### config.mk
export PLATFORM = sky130hd
export DESIGN_NAME = bcd_serial_unit
export DESIGN_NICKNAME = d
export VERILOG_FILES = /design/src/rtl/bcd_su_pkg.sv /design/src/rtl/bcd_frame_ctl.sv /design/src/rtl/bcd_uins_rx.sv /design/src/rtl/bcd_areg.sv /design/src/rtl/bcd_digit_alu.sv /design/src/rtl/bcd_serial_unit.sv
export SDC_FILE = /design/constraint.sdc
export NUM_CORES = 1
export LEC_CHECK = 0
export ABC_AREA = 1
export BUFFER_PORTS_ARGS = -buffer_cell sky130_fd_sc_hd__buf_2
export CAP_MARGIN = 20
export CORE_MARGIN = 5
export CORE_UTILIZATION = 55
export DETAILED_ROUTE_END_ITERATION = 8
export PLACE_DENSITY = 0.78
export SYNTH_ARGS = -nofsm -noshare
export SYNTH_HDL_FRONTEND = slang
export SYNTH_SLANG_ARGS = --single-unit
### constraint.sdc
create_clock -name clk -period 9.6 [get_ports clk]
set_input_delay 1.44 -clock clk [delete_from_list [all_inputs] [get_ports clk]]
set_output_delay 1.44 -clock clk [all_outputs]
set_load 0.005 [all_outputs]
### src/rtl/bcd_su_pkg.sv
package bcd_su_pkg;
  localparam int DIGW   = 4;
  localparam int ADRW   = 3;
  localparam int OPW    = 4;
  localparam int UINS_W = 12;
  localparam int FIELD_W = 2 * ADRW + OPW;

  typedef enum logic [OPW-1:0] {
    OP_MOVE = 4'd0,
    OP_ADD  = 4'd1,
    OP_SUB  = 4'd2,
    OP_INC  = 4'd3,
    OP_DEC  = 4'd4,
    OP_CMPL = 4'd5,
    OP_CLR  = 4'd6,
    OP_LDI  = 4'd7,
    OP_CMP  = 4'd8
  } op_e;

  typedef struct packed {
    op_e             op;
    logic [ADRW-1:0] dst;
    logic [ADRW-1:0] src;
  } uins_t;

  // returns {carry, digit}
  function automatic logic [DIGW:0] bcd_add(input logic [DIGW-1:0] a,
                                            input logic [DIGW-1:0] b,
                                            input logic ci);
    logic [DIGW:0] s;
    s = {1'b0, a} + {1'b0, b} + {{DIGW{1'b0}}, ci};
    if (s > 5'd9) bcd_add = {1'b1, s[DIGW-1:0] + 4'd6};
    else          bcd_add = {1'b0, s[DIGW-1:0]};
  endfunction

  // returns {borrow, digit}
  function automatic logic [DIGW:0] bcd_sub(input logic [DIGW-1:0] a,
                                            input logic [DIGW-1:0] b,
                                            input logic bi);
    logic [DIGW:0] d;
    d = {1'b0, a} - {1'b0, b} - {{DIGW{1'b0}}, bi};
    if (d[DIGW]) bcd_sub = {1'b1, d[DIGW-1:0] - 4'd6};
    else         bcd_sub = {1'b0, d[DIGW-1:0]};
  endfunction
endpackage

### src/rtl/bcd_frame_ctl.sv
module bcd_frame_ctl #(
  parameter int NDIG = 25,
  localparam int CW = $clog2(NDIG)
) (
  input  logic          clk,
  input  logic          rst_n,
  input  logic          sync_i,
  output logic          active_o,
  output logic          first_o,
  output logic          last_o
);
  logic [CW-1:0] cnt_q;
  logic          active_q;

  always_ff @(posedge clk or negedge rst_n) begin
    if (!rst_n) begin
      cnt_q    <= '0;
      active_q <= 1'b0;
    end else if (sync_i) begin
      cnt_q    <= '0;
      active_q <= 1'b1;
    end else if (active_q) begin
      if (cnt_q == CW'(NDIG - 1)) begin
        cnt_q    <= '0;
        active_q <= 1'b0;
      end else begin
        cnt_q <= cnt_q + 1'b1;
      end
    end
  end

  assign active_o = active_q;
  assign first_o  = active_q && (cnt_q == '0);
  assign last_o   = active_q && (cnt_q == CW'(NDIG - 1));

  AST_IDX_RANGE: assert property (@(posedge clk) disable iff (!rst_n)
    active_q |-> (cnt_q < CW'(NDIG)));
  AST_PASS_LEN: assert property (@(posedge clk) disable iff (!rst_n)
    $fell(active_q) |-> ($past(cnt_q) == CW'(NDIG - 1)));
  AST_SYNC_IDLE: assert property (@(posedge clk) disable iff (!rst_n)
    sync_i |-> !active_q);
endmodule

### src/rtl/bcd_uins_rx.sv
module bcd_uins_rx
  import bcd_su_pkg::*;
(
  input  logic  clk,
  input  logic  rst_n,
  input  logic  sync_i,
  input  logic  bit_i,
  output uins_t dec_o
);
  logic [UINS_W-1:0] shreg_q;
  uins_t             dec_q;

  always_ff @(posedge clk or negedge rst_n) begin
    if (!rst_n) begin
      shreg_q <= '0;
      dec_q   <= uins_t'('0);
    end else begin
      shreg_q <= {bit_i, shreg_q[UINS_W-1:1]};
      if (sync_i) dec_q <= uins_t'(shreg_q[FIELD_W-1:0]);
    end
  end

  assign dec_o = dec_q;

  AST_DEC_HOLD: assert property (@(posedge clk) disable iff (!rst_n)
    !sync_i |=> $stable(dec_q));
endmodule

### src/rtl/bcd_areg.sv
module bcd_areg
  import bcd_su_pkg::*;
#(
  parameter int NDIG = 25
) (
  input  logic            clk,
  input  logic            rst_n,
  input  logic            shift_i,
  input  logic            wr_i,
  input  logic [DIGW-1:0] res_i,
  output logic [DIGW-1:0] head_o
);
  logic [DIGW-1:0] dig_q [NDIG];
  logic [DIGW-1:0] din;

  assign din = wr_i ? res_i : dig_q[0];

  generate
    for (genvar i = 0; i < NDIG; i++) begin : g_dig
      always_ff @(posedge clk or negedge rst_n) begin
        if (!rst_n)       dig_q[i] <= '0;
        else if (shift_i) dig_q[i] <= (i == NDIG - 1) ? din : dig_q[(i + 1) % NDIG];
      end
    end
  endgenerate

  assign head_o = dig_q[0];

  AST_A_STILL: assert property (@(posedge clk) disable iff (!rst_n)
    !shift_i |=> $stable(head_o));
endmodule

### src/rtl/bcd_digit_alu.sv
module bcd_digit_alu
  import bcd_su_pkg::*;
(
  input  logic            clk,
  input  logic            rst_n,
  input  logic            clr_i,
  input  logic            fire_i,
  input  logic            first_i,
  input  logic            last_i,
  input  uins_t           ins_i,
  input  logic [DIGW-1:0] a_i,
  input  logic [DIGW-1:0] x_i,
  output logic [DIGW-1:0] res_o,
  output logic            wr_a_o,
  output logic            borrow_o,
  output logic            flag_o
);
  logic            cy_q, zacc_q, borrow_q, flag_q;
  logic [DIGW-1:0] src_d, dst_d, unit_d;
  logic [DIGW:0]   alu;
  logic            co, nz, sub_kind, arith_kind, cmp_kind;

  assign src_d  = (ins_i.src == '0) ? a_i : x_i;
  assign dst_d  = (ins_i.dst == '0) ? a_i : x_i;
  assign unit_d = first_i ? DIGW'(1) : '0;

  always_comb begin
    alu = '0;
    res_o = dst_d;
    co = 1'b0;
    nz = 1'b0;
    unique case (ins_i.op)
      OP_MOVE: res_o = src_d;
      OP_ADD:  begin alu = bcd_add(dst_d, src_d, cy_q);  res_o = alu[DIGW-1:0]; co = alu[DIGW]; end
      OP_SUB:  begin alu = bcd_sub(dst_d, src_d, cy_q);  res_o = alu[DIGW-1:0]; co = alu[DIGW]; end
      OP_INC:  begin alu = bcd_add(dst_d, unit_d, cy_q); res_o = alu[DIGW-1:0]; co = alu[DIGW]; end
      OP_DEC:  begin alu = bcd_sub(dst_d, unit_d, cy_q); res_o = alu[DIGW-1:0]; co = alu[DIGW]; end
      OP_CMPL: begin alu = bcd_sub('0, dst_d, cy_q);     res_o = alu[DIGW-1:0]; co = alu[DIGW]; end
      OP_CLR:  res_o = '0;
      OP_LDI:  res_o = first_i ? {1'b0, ins_i.src} : '0;
      OP_CMP:  begin
        alu = bcd_sub(dst_d, src_d, cy_q);
        co  = alu[DIGW];
        nz  = (alu[DIGW-1:0] != '0);
      end
      default: res_o = dst_d;
    endcase
  end

  assign sub_kind   = (ins_i.op == OP_SUB) || (ins_i.op == OP_DEC) ||
                      (ins_i.op == OP_CMPL) || (ins_i.op == OP_CMP);
  assign arith_kind = (ins_i.op == OP_ADD) || (ins_i.op == OP_INC) ||
                      (ins_i.op == OP_SUB) || (ins_i.op == OP_DEC) || (ins_i.op == OP_CMPL);
  assign cmp_kind   = (ins_i.op == OP_CMP);
  assign wr_a_o     = fire_i && (ins_i.dst == '0);

  always_ff @(posedge clk or negedge rst_n) begin
    if (!rst_n) begin
      cy_q <= 1'b0; zacc_q <= 1'b0; borrow_q <= 1'b0; flag_q <= 1'b0;
    end else if (clr_i) begin
      cy_q <= 1'b0; zacc_q <= 1'b0; borrow_q <= 1'b0; flag_q <= 1'b0;
    end else if (fire_i) begin
      cy_q   <= co;
      zacc_q <= zacc_q | nz;
      if (last_i) begin
        borrow_q <= sub_kind & co;
        flag_q   <= cmp_kind ? ~(zacc_q | nz) : (arith_kind & co);
      end
    end
  end

  assign borrow_o = borrow_q;
  assign flag_o   = flag_q;

  AST_DIGIT_BCD: assert property (@(posedge clk) disable iff (!rst_n)
    (fire_i && x_i <= 4'd9 && a_i <= 4'd9) |-> (res_o <= 4'd9));
  AST_ADD_NO_BORROW: assert property (@(posedge clk) disable iff (!rst_n)
    (fire_i && last_i && ins_i.op == OP_ADD) |=> !borrow_o);
  AST_FLAGS_HOLD: assert property (@(posedge clk) disable iff (!rst_n)
    (!clr_i && !(fire_i && last_i)) |=> ($stable(flag_o) && $stable(borrow_o)));
  AST_SYNC_CLEARS: assert property (@(posedge clk) disable iff (!rst_n)
    clr_i |=> (!flag_o && !borrow_o));
endmodule

### src/rtl/bcd_serial_unit.sv
module bcd_serial_unit
  import bcd_su_pkg::*;
#(
  parameter int NDIG = 25
) (
  input  logic            clk,
  input  logic            rst_n,
  input  logic            sync_i,
  input  logic            uins_i,
  input  logic [DIGW-1:0] xbus_i,
  output logic [DIGW-1:0] ybus_o,
  output logic            borrow_o,
  output logic            flag_o
);
  logic            active, first, last, wr_a;
  uins_t           dec;
  logic [DIGW-1:0] a_head, res;

  bcd_frame_ctl #(.NDIG(NDIG)) u_frame (
    .clk(clk), .rst_n(rst_n), .sync_i(sync_i),
    .active_o(active), .first_o(first), .last_o(last)
  );

  bcd_uins_rx u_rx (
    .clk(clk), .rst_n(rst_n), .sync_i(sync_i), .bit_i(uins_i), .dec_o(dec)
  );

  bcd_areg #(.NDIG(NDIG)) u_areg (
    .clk(clk), .rst_n(rst_n), .shift_i(active), .wr_i(wr_a),
    .res_i(res), .head_o(a_head)
  );

  bcd_digit_alu u_alu (
    .clk(clk), .rst_n(rst_n), .clr_i(sync_i), .fire_i(active),
    .first_i(first), .last_i(last), .ins_i(dec), .a_i(a_head), .x_i(xbus_i),
    .res_o(res), .wr_a_o(wr_a), .borrow_o(borrow_o), .flag_o(flag_o)
  );

  assign ybus_o = active ? res : '0;
endmodule

==> impl_metrics.toml <==
[cts]
cts_buffers = 17
cts_buffer_depth = 2
cts_hold_buffers = 0
cts_resized = 0
clk_latency_ns = 0.42
htree_levels = 4
postCtsSetupRepairBufs = 0
tritoncts = "yes"
clock-sinks = 132
clkTransAtPathRegs_ns = 0.06
clock-root-buffer = "clkbuf_16"

[synthesis]
ys_ff_latch = 132
synth_largest_area_cell = "dfrtp_1"
syn-cell-area_sq_um = 6370
yosys_warnings = 0
yosysUniqueCellTypes = 32
yosysTopAreaCellShare_pct = 51.9
postSynthCellCount = 797
synthesis.nets = 831
synth.avg_cell_area_sq_um = 7.99
yosysSeqAreaShare_pct = 51.9
yosys-top-cells-area = "dfrtp_1, nand2_1, inv_1"

[worst_setup_path]
critPathLaunchType = "input pin"
worstPathArrival_ns = 4.20
path_cells = "buf_2, nand2_2, nand2_2, inv_1, nand3_1, nand2_1, inv_1, ha_1, inv_1, nand2_2, fa_1, xnor2_1, ha_1, a22oi_1, nand3_2, nand2_2, nand2_1, nand3_1, a31oi_1, buf_2"
crit_fanout = 5
crit_path_end_kind = "primary output"
crit_start = "xbus_i[0]"
path_buf_inv = 5
cp_common_cell = "nand2_2"
critPathTopFamily = "adder cells"
cp_slowest_cell = "fa_1"
reg2reg_from = "u_rx.dec_o[4]"
criticalPathCategory = "in -> out"
critPathMaxStageDelay_ns = 0.41
worstPathRequired_ns = 8.16

[power]
power.net_switching_mw = 0.513
seqPwrFrac_pct = 41.0
intPower_mw = 1.19
powerDensity_nw_per_um2 = 238
ir_drop_v = 0.000141
power.combinational.fraction_pct = 20.9
power.share.clock_pct = 38.1
p_sw_share_pct = 30.1
leakagePower_nw = 3.81

[outcome]
status = "finished, final reports clean"

[detailed_routing]
drtPass1Iterations = 6
route.detailed.drc = 0
wire_per_inst_um = 14.2
num_vias = 5046
drt_iter0_markers = 578
antenna_left = 0
via_per_inst = 5.24
wirelength_um = 13700

[die]
core_area_sq_um = 11400
dieWidth_um = 118
io_pins = 14
die_h_um = 118
start_util_pct = 56.0
placementRows = 39
dieArea_sq_um = 13800

[cells_and_area]
drive_gt1_share_pct = 8.05
area_growth_pct = 12.5
finalNetCount = 841
antenna_cells = 0
nFillCells = 935

[worst_hold_path]
min_from = "u_rx.shreg_q[11]"
min_path_type = "reg -> reg"

[placed_design]
place_ws_ns = 3.99
gp_congestion = 0.866
io_buffer_count = 13
dpl.hpwl_um = 9070

[sta]
fin_crit_sh_pct = 58.8
final.setup_skew_ns = 0.0109
finalSetupViolations = 0
layout_min_cycle_time_ns = 5.64
finalHoldViolations = 0
rsz0062_at_grt = "false"
final.setup.worst_slack_ns = 3.96
holdWs_ns = 0.347
tns_ns = 0
slew_headroom_pct = 37.9
final-max-slew-violation-count = 0
fmax_mhz = 177
tightestPinTransition_ns = 0.931

[global_routing]
antenna_found_initial = 0
grt_pass1_vias = 4911
grt_overflow = 0
grt_max_degree = 102
grt_use_total_pct = 20.2
grt_pass1_wl_um = 23100

[run]
drv_cap = 0
cells in the final DEF, fill, tap and decap left out, drive strengths merged, types with 4 or more instances in the layout:
| master | instances |
|---|---|
| nand2 | 354 |
| dfrtp | 132 |
| inv | 83 |
| o21ai | 59 |
| nand3 | 41 |
| nor2 | 32 |
| ha | 21 |
| clkbuf | 20 |
| buf | 17 |
| a21oi | 12 |
| nor3 | 7 |
| clkinv | 6 |
| nand4 | 5 |
| xor2 | 5 |
| fa | 5 |
| o22ai | 4 |
sequential cells by signal (all words and copies together), names as in the netlist:
register,flops
u_alu.zacc_q,1
u_areg.dig_q,96
u_frame.cnt_q,5
u_alu.borrow_o,1
u_alu.flag_o,1
u_alu.cy_q,1
u_rx.dec_o,10
u_frame.active_o,1
u_rx.shreg_q,12
u_areg.head_o,4
final timing paths:
kind                       slack, ns                to  cells past startpoint
min in group asynchronous       1.02  u_rx.shreg_q[11]                      1
min                             0.35  u_rx.shreg_q[10]                      0
min reg2reg                     0.35  u_rx.shreg_q[10]                      0
max reg2reg                     5.98   u_areg.dig_q[1]                     22
max                             3.96         ybus_o[1]                     20
max in group asynchronous       7.50   u_areg.dig_q[6]                      3
logic make-up (layout without fill, tap and decap cells):
group	count (synthesis)	after routing	share of synthesized area [%]
adder cells (fa/ha/maj)	26	26	5.70
flip-flops	132	132	51.9
XOR/XNOR	8	8	1.10
AND/OR/NAND/NOR	443	443	28.3
AO/OA/AOI/OAI	81	81	6.66
buffers and inverters	107	130	6.33
power by group through the flow:
| stage | logic, mW | clock network, mW | registers, mW |
|---|---|---|---|
| 2_1_floorplan | 0.263 | 0 | 0.693 |
| 3_3_place_gp | 0.331 | 0 | 0.703 |
| 3_5_place_dp | 0.349 | 0 | 0.706 |
| 4_1_cts | 0.354 | 0.661 | 0.699 |
| 5_1_grt | 0.409 | 0.691 | 0.711 |
| 6_report | 0.356 | 0.651 | 0.700 |
cell type report:
cell class / instances / area (sq um) / area share [%]
inverters: 81 / 304 / 4.24
flip-flops and latches: 132 / 3300 / 46.1
multi-input cells: 558 / 2660 / 37.1
clock buffers: 20 / 447 / 6.23
well taps: 143 / 179 / 2.50
repair buffers: 17 / 118 / 1.64
clock inverters: 12 / 153 / 2.13
metrics by stage:
stage / total power, mW / util (%) / instances / area [sq um]
floorplan: 0.956 / - / 797 / 6370
global placement: 1.03 / 57.5 / 930 / 6540
detailed placement: 1.06 / 57.5 / 930 / 6540
CTS: 1.71 / 62.8 / 962 / 7140
global route: 1.81 / 63.0 / 963 / 7170
finish: 1.71 / 63.0 / 963 / 7170
Yosys cell counts:
| cell | n |
|---|---|
| inv_1 | 80 |
| a22oi_1 | 1 |
| nor2_4 | 1 |
| o21ai_1 | 2 |
| o211ai_1 | 1 |
| nor2_2 | 1 |
| o21ai_0 | 57 |
| nand2_1 | 342 |
| nor3_1 | 7 |
| nand3_1 | 39 |
| nor4_1 | 1 |
| a31oi_1 | 1 |
| clkbuf_1 | 24 |
| o22ai_1 | 4 |
| xor2_1 | 5 |
| nor2_1 | 30 |
| nand2_2 | 11 |
| fa_1 | 5 |
| inv_2 | 1 |
| a21oi_1 | 12 |
| o31ai_1 | 1 |
| a21boi_0 | 1 |
| dfrtp_1 | 132 |
| buf_2 | 1 |
| nand3_2 | 2 |
| xnor2_1 | 3 |
| buf_1 | 1 |
| nand2_4 | 1 |
| nand3b_1 | 3 |
| ha_1 | 21 |
| nand4_1 | 5 |
| o21a_1 | 1 |
layer usage:
metal / wire [um] / global-route usage (%) / vias to the layer above
li1: - / - / 2506
met5: 0 / 0 / -
met1: 6210 / 27.2 / 2401
met3: 542 / 4.66 / 23
met4: 225 / 6.59 / 0
met2: 6720 / 32.7 / 116
Note: power is estimated with default switching activity, not from simulation.
